--- src/rtl/sbuf_pkg.sv ---
// Package: shared state encoding for the shuffle buffer controller.
// Assumes: one miss in flight at a time; states are visited in declared order
// except that a miss skips victim selection while the buffer still has room.
package sbuf_pkg;
    typedef enum logic [2:0] {
        ST_IDLE,    // waiting for a request; hits are served here
        ST_RADDR,   // read address offered on the bus
        ST_RDATA,   // waiting for read data
        ST_PICK,    // drawing a victim that is not the last filled entry
        ST_WRITE,   // victim written into the slot just read
        ST_INST     // install the fetched block and respond
    } sbuf_state_t;
endpackage

--- src/rtl/sbuf_lfsr.sv ---
// Module: free-running Galois LFSR used as the victim index source.
// Assumes: TAPS describes a maximal-length polynomial for width W and SEED is
// nonzero; only the low IW bits are used, so ENTRIES must be a power of two.
module sbuf_lfsr #(
    parameter int          W    = 16,
    parameter logic [15:0] TAPS = 16'hB400,
    parameter logic [15:0] SEED = 16'hACE1,
    parameter int          IW   = 3
) (
    input  logic          clk,
    input  logic          rst_n,
    output logic [IW-1:0] rnd
);
    logic [W-1:0] state_q;

    // Advance the generator every cycle; reseed on reset.
    always_ff @(posedge clk) begin
        if (!rst_n) state_q <= SEED[W-1:0];
        else        state_q <= (state_q >> 1) ^ (state_q[0] ? TAPS[W-1:0] : '0);
    end

    assign rnd = state_q[IW-1:0];
endmodule

--- src/rtl/sbuf_remap.sv ---
// Module: remapping table, one entry per logical block holding its current
// physical slot and a flag that says the block is held on chip.
// Assumes: the two write ports never address the same block in one cycle.
module sbuf_remap #(
    parameter int NBLK = 64,
    parameter int SW   = $clog2(NBLK)
) (
    input  logic          clk,
    input  logic          rst_n,
    input  logic [SW-1:0] rd_blk,
    output logic [SW-1:0] rd_slot,
    output logic          rd_onchip,
    input  logic          in_en,     // block moves on chip
    input  logic [SW-1:0] in_blk,
    input  logic          out_en,    // block leaves to a new slot
    input  logic [SW-1:0] out_blk,
    input  logic [SW-1:0] out_slot
);
    logic [SW-1:0] slot_q   [NBLK];
    logic          onchip_q [NBLK];

    // Identity mapping at reset; update residency and slot on a swap.
    always_ff @(posedge clk) begin
        if (!rst_n) begin
            for (int i = 0; i < NBLK; i++) begin
                slot_q[i]   <= SW'(i);
                onchip_q[i] <= 1'b0;
            end
        end else begin
            if (in_en) onchip_q[in_blk] <= 1'b1;
            if (out_en) begin
                onchip_q[out_blk] <= 1'b0;
                slot_q[out_blk]   <= out_slot;
            end
        end
    end

    assign rd_slot   = slot_q[rd_blk];
    assign rd_onchip = onchip_q[rd_blk];
endmodule

--- src/rtl/sbuf_store.sv ---
// Module: shuffle buffer storage, holding tags, data and valid bits.
// Provides a tag lookup, the lowest empty entry, and a read port for the
// victim.
// Assumes: tags are unique among valid entries (the controller guarantees it).
module sbuf_store #(
    parameter int ENTRIES = 8,
    parameter int TW      = 6,
    parameter int DW      = 32,
    parameter int IW      = $clog2(ENTRIES)
) (
    input  logic          clk,
    input  logic          rst_n,
    input  logic [TW-1:0] lk_tag,
    output logic          lk_hit,
    output logic [DW-1:0] lk_data,
    output logic [IW-1:0] free_idx,
    output logic          full,
    input  logic [IW-1:0] rd_idx,
    output logic [TW-1:0] rd_tag,
    output logic [DW-1:0] rd_data,
    input  logic          wr_en,
    input  logic [IW-1:0] wr_idx,
    input  logic [TW-1:0] wr_tag,
    input  logic [DW-1:0] wr_data
);
    logic [TW-1:0] tag_q  [ENTRIES];
    logic [DW-1:0] data_q [ENTRIES];
    logic [ENTRIES-1:0] vld_q;

    // Clear valid bits on reset; write one entry on install.
    always_ff @(posedge clk) begin
        if (!rst_n) begin
            vld_q <= '0;
        end else if (wr_en) begin
            vld_q[wr_idx]  <= 1'b1;
            tag_q[wr_idx]  <= wr_tag;
            data_q[wr_idx] <= wr_data;
        end
    end

    // Fully associative tag match across all entries.
    always_comb begin
        lk_hit  = 1'b0;
        lk_data = '0;
        for (int i = 0; i < ENTRIES; i++) begin
            if (vld_q[i] && tag_q[i] == lk_tag) begin
                lk_hit  = 1'b1;
                lk_data = data_q[i];
            end
        end
    end

    // Lowest-numbered empty entry (scan from the top so the lowest wins).
    always_comb begin
        free_idx = '0;
        for (int i = ENTRIES - 1; i >= 0; i--) begin
            if (!vld_q[i]) free_idx = IW'(i);
        end
    end

    assign full    = &vld_q;
    assign rd_tag  = tag_q[rd_idx];
    assign rd_data = data_q[rd_idx];
endmodule

--- src/rtl/shuffle_obf.sv ---
// Module: address-obfuscating shuffle buffer controller (top).
// Hits are answered from the buffer on the next cycle. A miss reads the
// block from the slot the remapping table names. Once the buffer is full, the
// miss then writes a random victim (never the last filled entry) into that
// same slot and re-points the victim's table entry before installing.
// Assumes: ENTRIES is a power of two; memory answers each read with one beat.
module shuffle_obf #(
    parameter int ENTRIES = 8,
    parameter int NBLK    = 64,
    parameter int DW      = 32,
    parameter int LW      = 16,
    localparam int BW     = $clog2(NBLK),
    localparam int IW     = $clog2(ENTRIES)
) (
    input  logic          clk,
    input  logic          rst_n,
    input  logic          req_valid,
    input  logic [BW-1:0] req_blk,
    output logic          busy,
    output logic          rsp_valid,
    output logic [DW-1:0] rsp_data,
    output logic          ar_valid,
    output logic [BW-1:0] ar_addr,
    input  logic          ar_ready,
    input  logic          r_valid,
    input  logic [DW-1:0] r_data,
    output logic          r_ready,
    output logic          w_valid,
    output logic [BW-1:0] w_addr,
    output logic [DW-1:0] w_data,
    input  logic          w_ready
);
    import sbuf_pkg::*;

    sbuf_state_t   state_q;
    logic [BW-1:0] blk_q, slot_q;
    logic [DW-1:0] fetch_q;
    logic [IW-1:0] victim_q, last_ins_q;
    logic          repl_q;

    logic          lk_hit, tbl_onchip, buf_full;
    logic [DW-1:0] lk_data, v_data;
    logic [BW-1:0] tbl_slot, v_tag;
    logic [IW-1:0] free_idx, rnd;
    logic          accept, install;

    assign accept  = req_valid && (state_q == ST_IDLE);
    assign install = (state_q == ST_INST);

    sbuf_lfsr #(.W(LW), .IW(IW)) u_lfsr (
        .clk(clk), .rst_n(rst_n), .rnd(rnd)
    );

    sbuf_remap #(.NBLK(NBLK), .SW(BW)) u_remap (
        .clk(clk), .rst_n(rst_n),
        .rd_blk(req_blk), .rd_slot(tbl_slot), .rd_onchip(tbl_onchip),
        .in_en(install), .in_blk(blk_q),
        .out_en(install && repl_q), .out_blk(v_tag), .out_slot(slot_q)
    );

    sbuf_store #(.ENTRIES(ENTRIES), .TW(BW), .DW(DW), .IW(IW)) u_store (
        .clk(clk), .rst_n(rst_n),
        .lk_tag(req_blk), .lk_hit(lk_hit), .lk_data(lk_data),
        .free_idx(free_idx), .full(buf_full),
        .rd_idx(victim_q), .rd_tag(v_tag), .rd_data(v_data),
        .wr_en(install), .wr_idx(victim_q), .wr_tag(blk_q), .wr_data(fetch_q)
    );

    // Miss sequencer together with the hit response path.
    always_ff @(posedge clk) begin
        if (!rst_n) begin
            state_q    <= ST_IDLE;
            rsp_valid  <= 1'b0;
            rsp_data   <= '0;
            blk_q      <= '0;
            slot_q     <= '0;
            fetch_q    <= '0;
            victim_q   <= '0;
            last_ins_q <= '0;
            repl_q     <= 1'b0;
        end else begin
            rsp_valid <= 1'b0;
            unique case (state_q)
                ST_IDLE: if (accept) begin
                    if (lk_hit) begin
                        rsp_valid <= 1'b1;
                        rsp_data  <= lk_data;
                    end else begin
                        blk_q   <= req_blk;
                        slot_q  <= tbl_slot;
                        state_q <= ST_RADDR;
                    end
                end
                ST_RADDR: if (ar_ready) state_q <= ST_RDATA;
                ST_RDATA: if (r_valid) begin
                    fetch_q <= r_data;
                    if (buf_full) begin
                        state_q <= ST_PICK;
                    end else begin
                        victim_q <= free_idx;
                        repl_q   <= 1'b0;
                        state_q  <= ST_INST;
                    end
                end
                ST_PICK: if (rnd != last_ins_q) begin
                    victim_q <= rnd;
                    repl_q   <= 1'b1;
                    state_q  <= ST_WRITE;
                end
                ST_WRITE: if (w_ready) state_q <= ST_INST;
                ST_INST: begin
                    last_ins_q <= victim_q;
                    rsp_valid  <= 1'b1;
                    rsp_data   <= fetch_q;
                    state_q    <= ST_IDLE;
                end
                default: state_q <= ST_IDLE;
            endcase
        end
    end

    assign busy     = (state_q != ST_IDLE);
    assign ar_valid = (state_q == ST_RADDR);
    assign ar_addr  = slot_q;
    assign r_ready  = (state_q == ST_RDATA);
    assign w_valid  = (state_q == ST_WRITE);
    assign w_addr   = slot_q;
    assign w_data   = v_data;
endmodule

--- config.mk ---
export PLATFORM = sky130hd
export DESIGN_NAME = shuffle_obf
export DESIGN_NICKNAME = d
export VERILOG_FILES = /design/src/rtl/sbuf_pkg.sv /design/src/rtl/sbuf_lfsr.sv /design/src/rtl/sbuf_remap.sv /design/src/rtl/sbuf_store.sv /design/src/rtl/shuffle_obf.sv
export SDC_FILE = /design/constraint.sdc
export NUM_CORES = 1
export LEC_CHECK = 0
export CAP_MARGIN = 20
export CORE_ASPECT_RATIO = 0.5
export CORE_UTILIZATION = 50
export CTS_BUF_LIST = sky130_fd_sc_hd__clkbuf_2
export DETAILED_ROUTE_END_ITERATION = 12
export PLACE_DENSITY = 0.7
export SYNTH_ARGS = -nofsm -noshare
export SYNTH_HDL_FRONTEND = slang
export SYNTH_SLANG_ARGS = --single-unit
--- constraint.sdc ---
create_clock -name clk -period 5.63 [get_ports clk]
set_input_delay 0.563 -clock clk [delete_from_list [all_inputs] [get_ports clk]]
set_output_delay 0.563 -clock clk [all_outputs]
set_load 0.005 [all_outputs]
Yosys cells after proc, flatten, opt, wreduce, memory -nomap -nowiden --
Memories as Yosys holds them, arrays and structs flattened. A register that Yosys moved wholly into a read port is not among the register bits. Index checks and enable logic that the tools add are counted.
Word-level totals: register bits after elaboration 105, memory bits (writable) 688, word-level logic and storage cells 126, memories 3
Operators by class: order comparisons 2, equality and inequality tests 22, muxes and demuxes 63, bitwise logic cells 3, reductions and logical operators 23
Memory list:
- u_remap.slot_q | depth 64, bits a word 6, rd ports 1, clocked after memory_dff 1, wr ports 64, RTL line sbuf_remap.sv:19 | logic [SW-1:0] slot_q [NBLK];
- u_store.data_q | depth 8, bits a word 32, rd ports 9, clocked after memory_dff 1, wr ports 1, RTL line sbuf_store.sv:27 | logic [DW-1:0] data_q [ENTRIES];
- u_store.tag_q | depth 8, bits a word 6, rd ports 9, clocked after memory_dff 1, wr ports 1, RTL line sbuf_store.sv:26 | logic [TW-1:0] tag_q [ENTRIES];
Operators by type and width (number):
- $mux W32 | 10
- $mux W3 | 22
- $pmux W32 S2 | 1
- $eq A6 B6 Y1 | 8
- $mux W1 | 22
- $mux W16 | 1
- $xor A15 B16 Y16 | 1
- $pmux W3 S5 | 1
- $mux W6 | 2
- $ne A2 B2 Y1 const B | 6
- $logic_and A1 B1 Y1 | 11
- $or A8 B8 Y8 | 1
- $reduce_and A8 Y1 | 1
- $eq A3 B2 Y1 const B | 2
- $eq A3 B3 Y1 const B | 2
- $pmux W3 S2 | 1
- $reduce_and A3 Y1 | 2
- $reduce_and A6 Y1 | 1
- $reduce_or A6 Y1 | 1
- $lt A3 B4 Y1 const B | 1
- $ne A2 B1 Y1 const B | 2
- $pmux W1 S2 | 2
- $reduce_and A4 Y1 | 1
- $reduce_bool A2 Y1 | 2
- other kinds (9) | 9

Depth between registers and ports, before layout --
depth in word-level cells 13, gate-level depth with buffers 12, gate-level depth less buffers 7

Modules after synthesis --
Synthesis repeated with hierarchy kept, for this count alone.
Unflattened totals: cells, all modules 2971, area, all modules 40032.1 µm²
By module, submodules not included:
- sbuf_remap | instances 1, cells each 1560, area each 20972.6 µm², seq. area each 12812.3 µm²
- sbuf_store | instances 1, cells each 917, area each 15041.9 µm², seq. area each 9288.9 µm²
- shuffle_obf | instances 1, cells each 455, area each 3542.1 µm², seq. area each 1741.7 µm²
- sbuf_lfsr | instances 1, cells each 39, area each 475.5 µm², seq. area each 320.3 µm²

Worst setup path before layout --
OpenSTA, ideal clock, no wires.
path type reg-to-reg, from register state_q[1], to memory u_store.data_q[1][0] (enable), library setup time 0.532 ns, arrival time 4.762 ns, data required time 5.098 ns, setup slack 0.337 ns, cell stages (with the launch flop) 5, path buffers 1, clock period less this slack 5.293 ns, cells stage by stage dfxtp_1 nand2b_1 or2_2 clkbuf_1 nor4_1
On the way: cells in the longest elaborated chain, start to end 4
Ends and longest elaborated chain:
- start: declaration | RTL line shuffle_obf.sv:35 | sbuf_state_t state_q;
- start signal: assignment | RTL line shuffle_obf.sv:72 | state_q <= ST_IDLE;
- start signal: assignment | RTL line shuffle_obf.sv:91 | state_q <= ST_RADDR;
- start signal: assignment | RTL line shuffle_obf.sv:94 | ST_RADDR: if (ar_ready) state_q <= ST_RDATA;
- $eq A3 B3 Y1 | RTL line shuffle_obf.sv:48 | assign install = (state_q == ST_INST);
- $mux W1
- $mux W1 | RTL line sbuf_store.sv:32 | if (!rst_n) begin
- $mux W1 (implied by the code) | RTL line sbuf_store.sv:37 | data_q[wr_idx] <= wr_data;
- end: declaration | RTL line sbuf_store.sv:27
Every way passes these cells.

==> results.sh <==
export IMPL_status="finished, violations left"
export IMPL_violations="design-rule violations"
export IMPL_track_usage=0.270
export IMPL_die_w_um=383
export IMPL_nets=2868
export IMPL_clk_latency_ps=1300
export IMPL_grt_pass1_vias=24600
export IMPL_cts_tree="built"
export IMPL_clk_pin_slew_ps=100
export IMPL_p_per_area_nw_per_um2=301
export IMPL_ys_top_cells_by_area="edfxtp_1 (57%), mux4_2 (11%), dfxtp_1 (6.3%), nand2_1 (3.0%), nor3_1 (3.0%)"
export IMPL_ys_ff_latch=802
export IMPL_syn_area_um2=36300
export IMPL_nFillCells=5740
export IMPL_crit_type="register to output pin"
export IMPL_drv_cap=0
export IMPL_final_max_slew_violation_count=0
export IMPL_die_area_um2=73800
export IMPL_final_area_um2=40300
export IMPL_ant_nets=0
export IMPL_pre_cts_slack_ps=1430
export IMPL_drt_iter0_markers=2948
export IMPL_place_congestion=0.880
export IMPL_slew_headroom=0.269
export IMPL_rrSetupSlack_ps=1560
export IMPL_core_region_area_um2=71400
export IMPL_rsz0062_at_grt="no"
export IMPL_ys_warn_count=0
export IMPL_synth_flop_cell="edfxtp_1"
export IMPL_power_leakage_uw=0.0127
export IMPL_async_reset_ff_frac=0
export IMPL_crit_required_ps=5070
export IMPL_skew_ps=107
export IMPL_regToRegEndpoint="u_remap.slot_q[38][3]"
export IMPL_drt_wl_total_mm=99.6
export IMPL_cts_buffer_depth=3
export IMPL_vias_per_cell=6.31
export IMPL_fp_dieH_um=193
export IMPL_io_pins=125
export IMPL_yosysMostFrequentCell="edfxtp_1"
export IMPL_synth_area_per_cell_um2=13.6
export IMPL_min_delay_path_class="input pin to register"
export IMPL_period_needed_ps=5070
export IMPL_finalSetupViolCount=0
export IMPL_clock_root_buffer="clkbuf_2"
export IMPL_area_growth_pct=11.1
export IMPL_arrival_ps=4510
export IMPL_yosysSeqAreaShare=0.632
export IMPL_endpoint_kind="output pin"
export IMPL_cts_sinks=802
export IMPL_critPathLaunchType="register"
export IMPL_grt_pass1_wl_mm=148
export IMPL_yosys_area_top_type="edfxtp_1"
export IMPL_synth_cell_types=63
export IMPL_cts_setup_buffers=0
export IMPL_finalWorstSetupSlack_ps=557
export IMPL_rows=69
export IMPL_cts_buffers=174
export IMPL_dr_pass1_iters=10
export IMPL_grt_max_degree=87
export IMPL_portBuffers=124
export IMPL_synth_top_area_frac=0.569
export IMPL_hp_start="req_blk[3]"
export IMPL_antenna_found_initial=4
export IMPL_fin_crit_sh=0.901
export IMPL_cp_max_fo=39
export IMPL_dpl_cell_area_um2=38300
export IMPL_fmax_mhz=197
export IMPL_hold_viol_final=0
export IMPL_grt_overflow=0
export IMPL_synth_enable_flop_cells=688
export IMPL_synth_net_count=2714
export IMPL_setup_tns_ps=0
export IMPL_routedWlPerCell_um=25.3
export IMPL_worst_pin_slew_ps=1090
export IMPL_hold_end="blk_q[3]"
export IMPL_hold_depth=4
export IMPL_drive_above_1_share=0.205
export IMPL_vdd_drop_max_mv=0.131
export IMPL_num_vias=24800
export IMPL_hold_ws_ps=139
export IMPL_htree_levels=4
export IMPL_final_core_util=0.565
export IMPL_r2r_cells=6
export IMPL_synth_cells=2670
export IMPL_synth_commonest_cells="edfxtp_1 (688), nand2_1 (293), nor3_1 (215)"
export IMPL_drc=9
export IMPL_initial_core_util=0.509
export IMPL_dpl_hpwl_mm=58.1
## registers in the layout (all words and copies together) (netlist names), 8 cells and up, named ones only
register,flops
u_remap.slot_q,384
u_store.vld_q,8
u_lfsr.state_q,16
u_store.data_q,256
rsp_data,32
fetch_q,32
u_store.tag_q,48
## metrics by stage
stage / std cells / power [µW]
after floorplan: 2670 / 7780
after global placement: 3570 / 8470
after detailed placement: 3570 / 8490
after CTS: 3923 / 12200
after global routing: 3930 / 12600
final: 3930 / 12100
## worst max path at each step
| stage | endpoint | slack (ps) | depth (start not counted) |
|---|---|---|---|
| after floorplan | u_store.data_q[1][0] | 340 | 4 |
| after global placement | rsp_data[6] | 1500 | 9 |
| after detailed placement | rsp_data[7] | 1430 | 9 |
| after CTS | w_data[30] | 390 | 5 |
| after global routing | w_data[30] | 160 | 5 |
| final | w_data[29] | 560 | 5 |
## worst max-delay path, stage by stage (launching register included)
cell and delay (ps):
dfxtp_4 430, buf_4 610, buf_4 800, mux4_2 610
mux2_2 320, clkdlybuf4s50_1 460
## repair_timing
| item | in CTS | in global routing |
|---|---|---|
| hold buffers | 35 | 0 |
| setup endpoints to repair | 0 | 0 |
| resized for setup | 0 | 0 |
| hold endpoints to repair | 51 | 0 |
## cell usage in the layout (no fill, tap or decap), types with 10 or more instances in the layout
cell type        instances
mux2i_1                 41
xnor2_1                 44
nand2_1                293
and2_1                  13
nand4_1                 43
a31oi_1                 25
nor2_1                  83
dlygate4sd3_1           35
a211oi_1                19
or3_1                   10
nand2b_1                43
a311oi_1                38
inv_1                   52
a21o_1                  22
buf_4                   79
a22oi_1                 25
inv_2                   11
dfxtp_1                111
edfxtp_1               688
clkbuf_2               260
and3_1                  11
mux2_2                  36
a21boi_0                43
nor3_1                 208
a21oi_1                 51
nand3_1                 87
o21ai_0                 67
nor2b_1                 24
clkdlybuf4s50_1        119
clkinv_1                41
xor2_1                  10
mux4_2                 172
o32ai_1                 31
a221o_1                 37
## metal layers
layer,part of all wire,vias up,GRT usage
met4,0.028,0,0.0911
met2,0.48,1504,0.448
met1,0.38,12400,0.348
li1,-,10700,-
met5,0,-,0
met3,0.10,201,0.0679
## where the power goes
part	switching (µW)	internal, µW
Clock	2320	1420
Sequential	146	6550
Combinational	1120	588
## kinds of logic after synthesis
logic type / Yosys count / share of synthesized area
AOI/OAI and AO/OA: 398 / 0.0787
xor gates and xnor gates: 54 / 0.0130
buffers and inverters: 316 / 0.0361
DFF: 802 / 0.632
muxes: 250 / 0.130
and+or+nand+nor: 850 / 0.111
## layout make-up
class                   instances  area (µm²)  area share
repair buffers                236        2160      0.0534
inverters                      58         219     0.00543
flip-flops and latches        802       23000       0.569
clock buffers                 260        1300      0.0322
well taps                     958        1200      0.0297
clock inverters                58         338     0.00837
multi-input cells            1552       12200       0.302
diodes                          6        15.0    0.000372
Power figures use the tool's default switching activity.
